===== config.mk =====
export PLATFORM = sky130hd
export DESIGN_NAME = cdown_timer
export DESIGN_NICKNAME = d
export VERILOG_FILES = /design/src/rtl/cdt_pkg.sv /design/src/rtl/cdt_prescale.sv /design/src/rtl/cdt_counter.sv /design/src/rtl/cdt_regs.sv /design/src/rtl/cdown_timer.sv
export SDC_FILE = /design/constraint.sdc
export NUM_CORES = 1
export LEC_CHECK = 0
export BUFFER_PORTS_ARGS = -buffer_cell sky130_fd_sc_hd__buf_4
export CAP_MARGIN = 30
export CORE_MARGIN = 4
export CORE_UTILIZATION = 40
export DETAILED_ROUTE_END_ITERATION = 10
export PLACE_DENSITY_LB_ADDON = 0.1
export RECOVER_POWER = 50
export SETUP_SLACK_MARGIN = 0.1
export SLEW_MARGIN = 15
export SYNTH_ARGS = -nofsm -noshare
export SYNTH_HDL_FRONTEND = slang
export SYNTH_SLANG_ARGS = --single-unit

===== constraint.sdc =====
create_clock -name clk -period 2.5 [get_ports clk]
set_clock_uncertainty 0.1 [all_clocks]
set_input_delay 0.625 -clock clk [delete_from_list [all_inputs] [get_ports clk]]
set_output_delay 0.625 -clock clk [all_outputs]
set_load 0.02 [all_outputs]

===== src/rtl/cdt_pkg.sv =====
`timescale 1ns/1ps
package cdt_pkg;
  localparam int ADDR_W  = 4;   // 16-byte register window
  localparam int PSC_LSB = 8;   // divider field position in control

  typedef enum logic [1:0] {
    SEL_START  = 2'd0,
    SEL_COUNT  = 2'd1,
    SEL_CTRL   = 2'd2,
    SEL_STATUS = 2'd3
  } reg_sel_e;

  typedef struct packed {
    logic unmask;
    logic reload;
    logic run;
  } ctrl_flags_t;
endpackage


===== src/rtl/cdt_prescale.sv =====
`timescale 1ns/1ps
module cdt_prescale #(
  parameter int PSC_W = 8
) (
  input  logic             clk,
  input  logic             rst_n,
  input  logic             run,
  input  logic             restart,
  input  logic [PSC_W-1:0] divider,
  output logic             tick
);
  logic [PSC_W-1:0] phase_q;

  // >= keeps the phase bounded if the divider is lowered mid-run
  assign tick = run && (phase_q >= divider);

  always_ff @(posedge clk or negedge rst_n) begin
    if (!rst_n)                phase_q <= '0;
    else if (!run || restart)  phase_q <= '0;
    else if (tick)             phase_q <= '0;
    else                       phase_q <= phase_q + 1'b1;
  end
endmodule


===== src/rtl/cdt_counter.sv =====
`timescale 1ns/1ps
module cdt_counter #(
  parameter int CNT_W = 32
) (
  input  logic             clk,
  input  logic             rst_n,
  input  logic             tick,
  input  logic             reload,
  input  logic             wr_start,
  input  logic             wr_count,
  input  logic [CNT_W-1:0] wr_val,
  input  logic [CNT_W-1:0] start_val,
  output logic [CNT_W-1:0] count,
  output logic             expire
);
  localparam logic [CNT_W-1:0] ONE = CNT_W'(1);

  logic [CNT_W-1:0] count_q;
  logic             fresh_q;   // start value written, no step taken yet
  logic             at_zero;
  logic             step;

  assign at_zero = (count_q == '0);
  assign step    = tick && !wr_start && !wr_count;
  assign expire  = step && ((count_q == ONE) ||
                            (at_zero && (fresh_q || (reload && start_val == '0))));
  assign count   = count_q;

  always_ff @(posedge clk or negedge rst_n) begin
    if (!rst_n) begin
      count_q <= '0;
      fresh_q <= 1'b0;
    end else if (wr_start) begin
      count_q <= wr_val;
      fresh_q <= 1'b1;
    end else if (wr_count) begin
      count_q <= wr_val;
    end else if (tick) begin
      fresh_q <= 1'b0;
      if (!at_zero)    count_q <= count_q - ONE;
      else if (reload) count_q <= start_val;
    end
  end
endmodule


===== src/rtl/cdt_regs.sv =====
`timescale 1ns/1ps
module cdt_regs
  import cdt_pkg::*;
#(
  parameter int DATA_W = 32,
  parameter int PSC_W  = 8
) (
  input  logic                clk,
  input  logic                rst_n,
  input  logic                bus_sel,
  input  logic                bus_wr,
  input  logic [ADDR_W-1:0]   bus_addr,
  input  logic [DATA_W-1:0]   bus_wdata,
  output logic [DATA_W-1:0]   bus_rdata,
  input  logic [DATA_W-1:0]   count,
  input  logic                expire,
  output ctrl_flags_t         flags,
  output logic [PSC_W-1:0]    divider,
  output logic [DATA_W-1:0]   start_val,
  output logic                wr_start,
  output logic                wr_count,
  output logic                evt
);
  reg_sel_e    sel;
  logic        wr_hit;
  logic        wr_ctrl;
  logic        clr_evt;
  ctrl_flags_t flags_q;
  logic [PSC_W-1:0]  div_q;
  logic [DATA_W-1:0] start_q;
  logic        evt_q;

  assign sel      = reg_sel_e'(bus_addr[ADDR_W-1:2]);
  assign wr_hit   = bus_sel && bus_wr;
  assign wr_start = wr_hit && (sel == SEL_START);
  assign wr_count = wr_hit && (sel == SEL_COUNT);
  assign wr_ctrl  = wr_hit && (sel == SEL_CTRL);
  assign clr_evt  = wr_hit && (sel == SEL_STATUS) && bus_wdata[0];

  always_ff @(posedge clk or negedge rst_n) begin
    if (!rst_n) begin
      flags_q <= '0;
      div_q   <= '0;
      start_q <= '0;
    end else begin
      if (wr_ctrl) begin
        flags_q.run    <= bus_wdata[0];
        flags_q.reload <= bus_wdata[1];
        flags_q.unmask <= bus_wdata[2];
        div_q          <= bus_wdata[PSC_LSB +: PSC_W];
      end
      if (wr_start) start_q <= bus_wdata;
    end
  end

  // expiry has priority over a clear in the same cycle
  always_ff @(posedge clk or negedge rst_n) begin
    if (!rst_n)       evt_q <= 1'b0;
    else if (expire)  evt_q <= 1'b1;
    else if (clr_evt) evt_q <= 1'b0;
  end

  always_comb begin
    bus_rdata = '0;
    unique case (sel)
      SEL_START:  bus_rdata = start_q;
      SEL_COUNT:  bus_rdata = count;
      SEL_CTRL: begin
        bus_rdata[0] = flags_q.run;
        bus_rdata[1] = flags_q.reload;
        bus_rdata[2] = flags_q.unmask;
        bus_rdata[PSC_LSB +: PSC_W] = div_q;
      end
      SEL_STATUS: bus_rdata[0] = evt_q;
      default:    bus_rdata = '0;
    endcase
  end

  assign flags     = flags_q;
  assign divider   = div_q;
  assign start_val = start_q;
  assign evt       = evt_q;
endmodule


===== src/rtl/cdown_timer.sv =====
`timescale 1ns/1ps
module cdown_timer
  import cdt_pkg::*;
#(
  parameter int DATA_W = 32,
  parameter int PSC_W  = 8
) (
  input  logic              clk,
  input  logic              rst_n,
  input  logic              bus_sel,
  input  logic              bus_wr,
  input  logic [ADDR_W-1:0] bus_addr,
  input  logic [DATA_W-1:0] bus_wdata,
  output logic [DATA_W-1:0] bus_rdata,
  output logic              irq
);
  ctrl_flags_t       flags;
  logic [PSC_W-1:0]  divider;
  logic [DATA_W-1:0] start_val;
  logic [DATA_W-1:0] count_w;
  logic              wr_start, wr_count, tick, expire, evt_w;
  logic              run_w, reload_w;

  assign run_w    = flags.run;
  assign reload_w = flags.reload;

  cdt_regs #(.DATA_W(DATA_W), .PSC_W(PSC_W)) u_regs (
    .clk(clk), .rst_n(rst_n),
    .bus_sel(bus_sel), .bus_wr(bus_wr), .bus_addr(bus_addr),
    .bus_wdata(bus_wdata), .bus_rdata(bus_rdata),
    .count(count_w), .expire(expire),
    .flags(flags), .divider(divider), .start_val(start_val),
    .wr_start(wr_start), .wr_count(wr_count), .evt(evt_w)
  );

  cdt_prescale #(.PSC_W(PSC_W)) u_psc (
    .clk(clk), .rst_n(rst_n), .run(run_w), .restart(wr_start),
    .divider(divider), .tick(tick)
  );

  cdt_counter #(.CNT_W(DATA_W)) u_cnt (
    .clk(clk), .rst_n(rst_n), .tick(tick), .reload(reload_w),
    .wr_start(wr_start), .wr_count(wr_count), .wr_val(bus_wdata),
    .start_val(start_val), .count(count_w), .expire(expire)
  );

  assign irq = evt_w && flags.unmask;
endmodule


## After elaboration in Yosys (flattened, before gate mapping)

Index checks and enable logic that the tools add are counted.

- Register bits after elaboration: 85
- Output and inout port bits: 33
- Logic and storage cells: 62

- Reductions and logical operators: 27
- Equality and inequality tests: 6
- Multiplexer cells: 17
- $add $sub $neg: 2
- Order comparisons: 1

Operators by type and width:

| operator | number |
|---|---|
| 32-bit two-way mux | 5 |
| 32-bit logical NOT | 2 |
| 32-bit by 1-bit == test with 1-bit output, second input constant | 1 |
| 16-bit case mux with 2 select lines | 1 |
| 32-bit by 1-bit subtractor with 32-bit output, second input constant | 1 |
| 8-bit case mux with 3 select lines | 1 |
| 8-bit two-way mux | 2 |
| 1-bit logical AND | 13 |
| 5-bit case mux with 2 select lines | 1 |
| 8-bit by 1-bit adder with 8-bit output, second input constant | 1 |
| 8-bit >= comparator | 1 |
| 2-bit case mux with 3 select lines | 1 |
| 1-bit two-way mux | 5 |
| 2-bit == test, second input constant | 2 |
| 4-bit by 2-bit != test with 1-bit output, second input constant | 1 |
| 1-bit case mux with 4 select lines | 1 |
| 2-bit AND reduction | 2 |
| 2-bit nonzero test | 2 |
| 1-bit logical NOT | 3 |
| 1-bit logical OR | 3 |
| 3-bit nonzero test | 1 |
| 2-bit by 1-bit == test with 1-bit output, second input constant | 1 |
| 2-bit logical NOT | 1 |
| 2-bit by 1-bit != test with 1-bit output, second input constant | 1 |

## Depth between registers and ports, before layout

- Depth in word-level cells: 7
- Gate-level depth with buffers: 10

## By module

From an unflattened synthesis, not the netlist that was laid out.

- Cell total of the unflattened synthesis: 548
- Area total of the unflattened synthesis: 5542.8 um^2

Modules (own cells, without submodules):

| module | cells each | sequential area each (um^2) | times used | area an instance (um^2) |
|---|---|---|---|---|
| cdt_counter | 315 | 825.8 | 1 | 2580.0 |
| cdt_regs | 171 | 1101.1 | 1 | 2387.3 |
| cdt_prescale | 61 | 200.2 | 1 | 569.3 |
| cdown_timer | 1 | 0.0 | 1 | 6.3 |

## Worst setup path before layout

OpenSTA, ideal clock, no wires.

- Kind: input port to output port
- From: in bus_addr[3]
- To: out bus_rdata[10]
- Path buffers: 2
- Arrival time: 1976 ps
- Cell stages on the path: 4
- Path slack: -201 ps
- Path through: clkbuf_1 > clkbuf_1 > mux2i_1 > o21ai_0

- Word-level cells in the longest chain between the ends: 2

RTL lines:

| element | RTL line | text |
|---|---|---|
| from (decl) | cdown_timer.sv:12 | `input logic [ADDR_W-1:0] bus_addr,` |
| 2-bit == test, or another cell as far along | cdt_regs.sv:65 | `unique case (sel)` |
| 8-bit case mux with 3 select lines * | cdt_regs.sv:65 |  |
| to (decl) | cdown_timer.sv:14 | `output logic [DATA_W-1:0] bus_rdata,` |

Mark *: on every way between the ends. The rest lies on a longest branch, timed or not.

## Worst setup path in the final report

- From: reg u_cnt.count_q[26], in the netlist u_cnt.count[26]
- To: reg u_cnt.count_q[18], in the netlist u_cnt.count[18]

- Word-level cells in the longest chain between the ends: 5

RTL lines:

| element | RTL line | text |
|---|---|---|
| from (decl) | cdt_counter.sv:18 | `logic [CNT_W-1:0] count_q;` |
| from (signal assigned) | cdt_counter.sv:34 | `count_q <= wr_val;` |
| from (signal assigned) | cdt_counter.sv:37 | `count_q <= wr_val;` |
| from (signal assigned) | cdt_counter.sv:40 | `if (!at_zero) count_q <= count_q - ONE;` |
| 32-bit logical NOT * | cdt_counter.sv:23 | `assign at_zero = (count_q == '0);` |
| 32-bit two-way mux | cdt_counter.sv:40 |  |
| 32-bit two-way mux | cdt_counter.sv:38 | `end else if (tick) begin` |
| 32-bit two-way mux | cdt_counter.sv:36 | `end else if (wr_count) begin` |
| 32-bit two-way mux | cdt_counter.sv:33 | `end else if (wr_start) begin` |

Mark *: on every way between the ends. The rest lies on a longest branch, timed or not. The select of a mux whose other input is x is not followed.
A chain may end at the register's enable or synchronous reset.

==> metrics.md <==
| Metric | Value |
|---|---|
| Filler cells | approximately 1200 |
| Placement Setup Slack | -63.5 ps |
| Share of total power in the clock network | 27.7% |
| Sequential area share after synthesis | between 30% and 40% |
| Tmin final | between 2000 and 3000 ps |
| Reg2reg path depth | 8 |
| Crit Path Max Fanout | 5 |
| Sequential Power Share | 38.2% |
| Chip Width | about 120 um |
| Total clock sinks | 85 |
| Net Sw Power | 1.75 mW |
| Syn Inst Count | slightly below 600 |
| Status | complete, but fails checks |
| Yosys cell types | between 50 and 60 |
| Setup crit start | u_cnt.count[26] |
| Unrepaired setup endpoints after global routing | true |
| Global-route wire length before repair | around 29000 um |
| Post-DP Area | roughly 6700 sq um |
| Combinational fraction of design power | approximately a third |
| Share of layout cells above drive strength 1 | a little over two fifths |
| Vias per cell | between 5 and 6 |
| Top-count cell post-synth | dfrtp_1 |
| Area Growth Syn to Fin | 41.4% |
| R2r endpoint | u_cnt.count[18] |
| Hold Path Class | in2reg |
| P_int | roughly 3.4 mW |
| Mapped Area | 5360 sq um |
| Num rows | 42 |
| Hold buffers post-CTS | 0 |
| Main synth FF type | dfrtp_1 |
| Power per cell area | 677 nW/um^2 |
| Slew margin rel. | -20.4% |
| Post-DRT Antenna Nets | 0 |
| Total GRT Usage | between 20% and 30% |
| Pin count of the biggest net entering global routing | 42 |
| Final Hold Vio Count | 0 |
| CTS tree | yes |
| IO Port Bufs | 70 |
| Worst setup endpoint | u_cnt.count[18] |
| Die area | approximately 15000 sq um |
| CTS buffer count | 9 |
| Critical Path AT | roughly 2700 ps |
| Non-filler instance count after layout | 917 |
| Routed wire length | around 18000 um |
| WL/cell | 19.9 um |
| CTS H-tree depth | 3 |
| Core box area | roughly 13000 sq um |
| Sw Share | 34.0% |
| R2r startpoint | u_cnt.count[26] |
| Hold slack | 388 ps |
| Root Driver | clkbuf_16 |
| GPL Wtd Cong | a little over 0.9 |
| Worst Tran Pin Value | 1810 ps |
| DR vias | ~5200 |
| Syn_nets | around 630 |
| Number of synthesized flops with an enable pin | 0 |
| Asr flop ratio synth | 100% |
| Maximum clock insertion buffer count | 2 |
| Post-route setup TNS | -400 ps |
| Clk pin slew, worst setup/hold paths | roughly 70 ps |
| Nets | between 700 and 800 |
| DP Cell Count | slightly below 900 |
| Vias in the first global route | roughly 5300 |
| Setup crit start kind | flip-flop |
| I/O Pins | 73 |
| Post-route cell area | roughly 7600 sq um |
| DRT Pass-1 Iters | 7 |
| CP endpoint kind | flip-flop |
| Area leader, netlist | dfrtp_1 |
| Worst vdd ir | a little under 400 uV |
| Mapped Avg Cell Area | a little over 9 sq um |
| Final period util | 103% |
| Synth warn | 0 |
| Setup ws final | -79.3 ps |
| Total gr overflow | 0 |
| R2r setup slk | -80 ps |
| Failing checks | capacitance limit, slew limit, setup timing |
| Remaining design rule violation count | 0 |
| Hpwl dp | ~13000 um |
| Top cell type's share of synthesized area | between 30% and 40% |
| Design Power | just over 5 mW |
| Seq cells post-synth | 85 |
| Max Cap Viol | 1 |
| Pleak | roughly 3.3 nW |
| Initial antenna violation count | 0 |
| Die Y | approximately 120 um |
| Synth top area cells | dfrtp_1 40%, mux2_2 8.6%, mux2i_1 6.9%, nor2_1 5.3%, nand2_1 3.2% |
| Fmax | 388 MHz |
| Worst Path Required | 2660 ps |
| N_diodes | 0 |
| Post-synth top cells | 85 x dfrtp_1, 75 x nor2_1, 46 x nand2_1, 41 x mux2_2, 37 x mux2i_1 |
| Core Util, Final | 57.5% |
| Drt initial violations | 431 |
| Clk_lat worst skew | 350 ps |
| Critical path class | reg2reg |
| Initial Util | roughly 41% |
| # setup viols final | 11 |
| Max-slew violation count | 31 |
## cells by family (layout without fill, tap and decap cells)
family	count (synthesis)	after routing	synth area share, %
AND/OR/NAND/NOR	222	223	20.9
AO/OA/AOI/OAI	116	116	14.6
flip-flops	85	85	39.7
multiplexers	79	79	15.9
buffers and inverters	60	217	4.76
adder cells (fa/ha/maj)	11	11	2.57
XOR/XNOR	10	10	1.63
## cell usage in the layout, fill, tap and decap left out, types with 4 or more instances in the layout
cell,count
o21ai_0,12
o31ai_1,7
buf_12,6
dfrtp_1,84
o211ai_1,6
a2bb2oi_2,4
buf_4,158
nand4_1,9
inv_1,16
buf_6,11
o21ai_2,6
and3_1,5
nor4_2,4
or4_4,9
nor2_1,71
nor4_1,12
inv_2,4
mux2_2,41
ha_1,8
a31oi_1,8
a21oi_1,12
nand2_2,4
o21ai_1,21
nor3_1,14
mux2i_1,37
clkbuf_16,10
a21oi_2,5
or3_1,8
xor2_1,8
nand3_1,12
nand2_1,42
## worst max-delay path: stages, from the launching register on
cell and delay [ps]:
dfrtp_1 380, or4_4 540, nand2b_4 180, or4_4 580
nand3_4 200, buf_8 160, buf_6 100, o41ai_2 60
a31oi_1 190
## power by group through the flow
stage | registers (mW) | logic [mW] | clock network (mW)
4_1_cts | 1.94 | 1.69 | 1.44
2_1_floorplan | 1.91 | 0.840 | 0
3_5_place_dp | 1.96 | 1.58 | 0
5_1_grt | 2.00 | 1.91 | 1.49
6_report | 1.96 | 1.75 | 1.42
3_3_place_gp | 1.95 | 1.55 | 0
## cell type report
class                   count  area, sq um  share of cell area [%]
clock inverters             4         45.0                   0.594
flip-flops and latches     85         2130                    28.1
multi-input cells         439         3320                    43.8
repair buffers            181         1520                    20.1
clock buffers              12          267                    3.52
inverters                  20         75.1                   0.990
well taps                 176          220                    2.91
## per-layer routing
layer	vias to the layer above	GRT usage [%]	part of all wire, %
met5	-	0	0
met4	0	8.51	2.4
met3	33	3.72	5.8
met2	187	36.2	45
met1	2564	36.3	47
li1	2448	-	-
## sequential cells by signal, indices dropped and copies added, names as in the netlist
signal and count:
u_regs.divider 8, u_regs.flags 3, u_cnt.fresh_q 1, u_regs.evt 1
u_regs.start_val 32, u_cnt.count 32, u_psc.phase_q 8
## worst min path at each step
| stage | depth (start not counted) | end | start | slack (ps) |
|---|---|---|---|---|
| final | 3 | u_cnt.count[7] | bus_wdata[7] | 390 |
| after global routing | 3 | u_cnt.count[31] | bus_wdata[31] | 410 |
| after CTS | 1 | u_cnt.count[29] | rst_n | 120 |
| after detailed placement | 2 | u_cnt.fresh_q | u_cnt.fresh_q | 400 |
| after global placement | 2 | u_cnt.fresh_q | u_cnt.fresh_q | 380 |
| after floorplan | 0 | u_cnt.count[0] | rst_n | 230 |
## what timing repair did
item                                    4_1_cts  5_1_grt
cloned                                        3        1
buffers inserted                              7        6
endpoints found under the setup margin       34       34
pin swaps                                    36       25
endpoints found under the hold margin         0        0
gates resized for setup                      56       37
No activity file was read; power rests on OpenSTA's default activity.
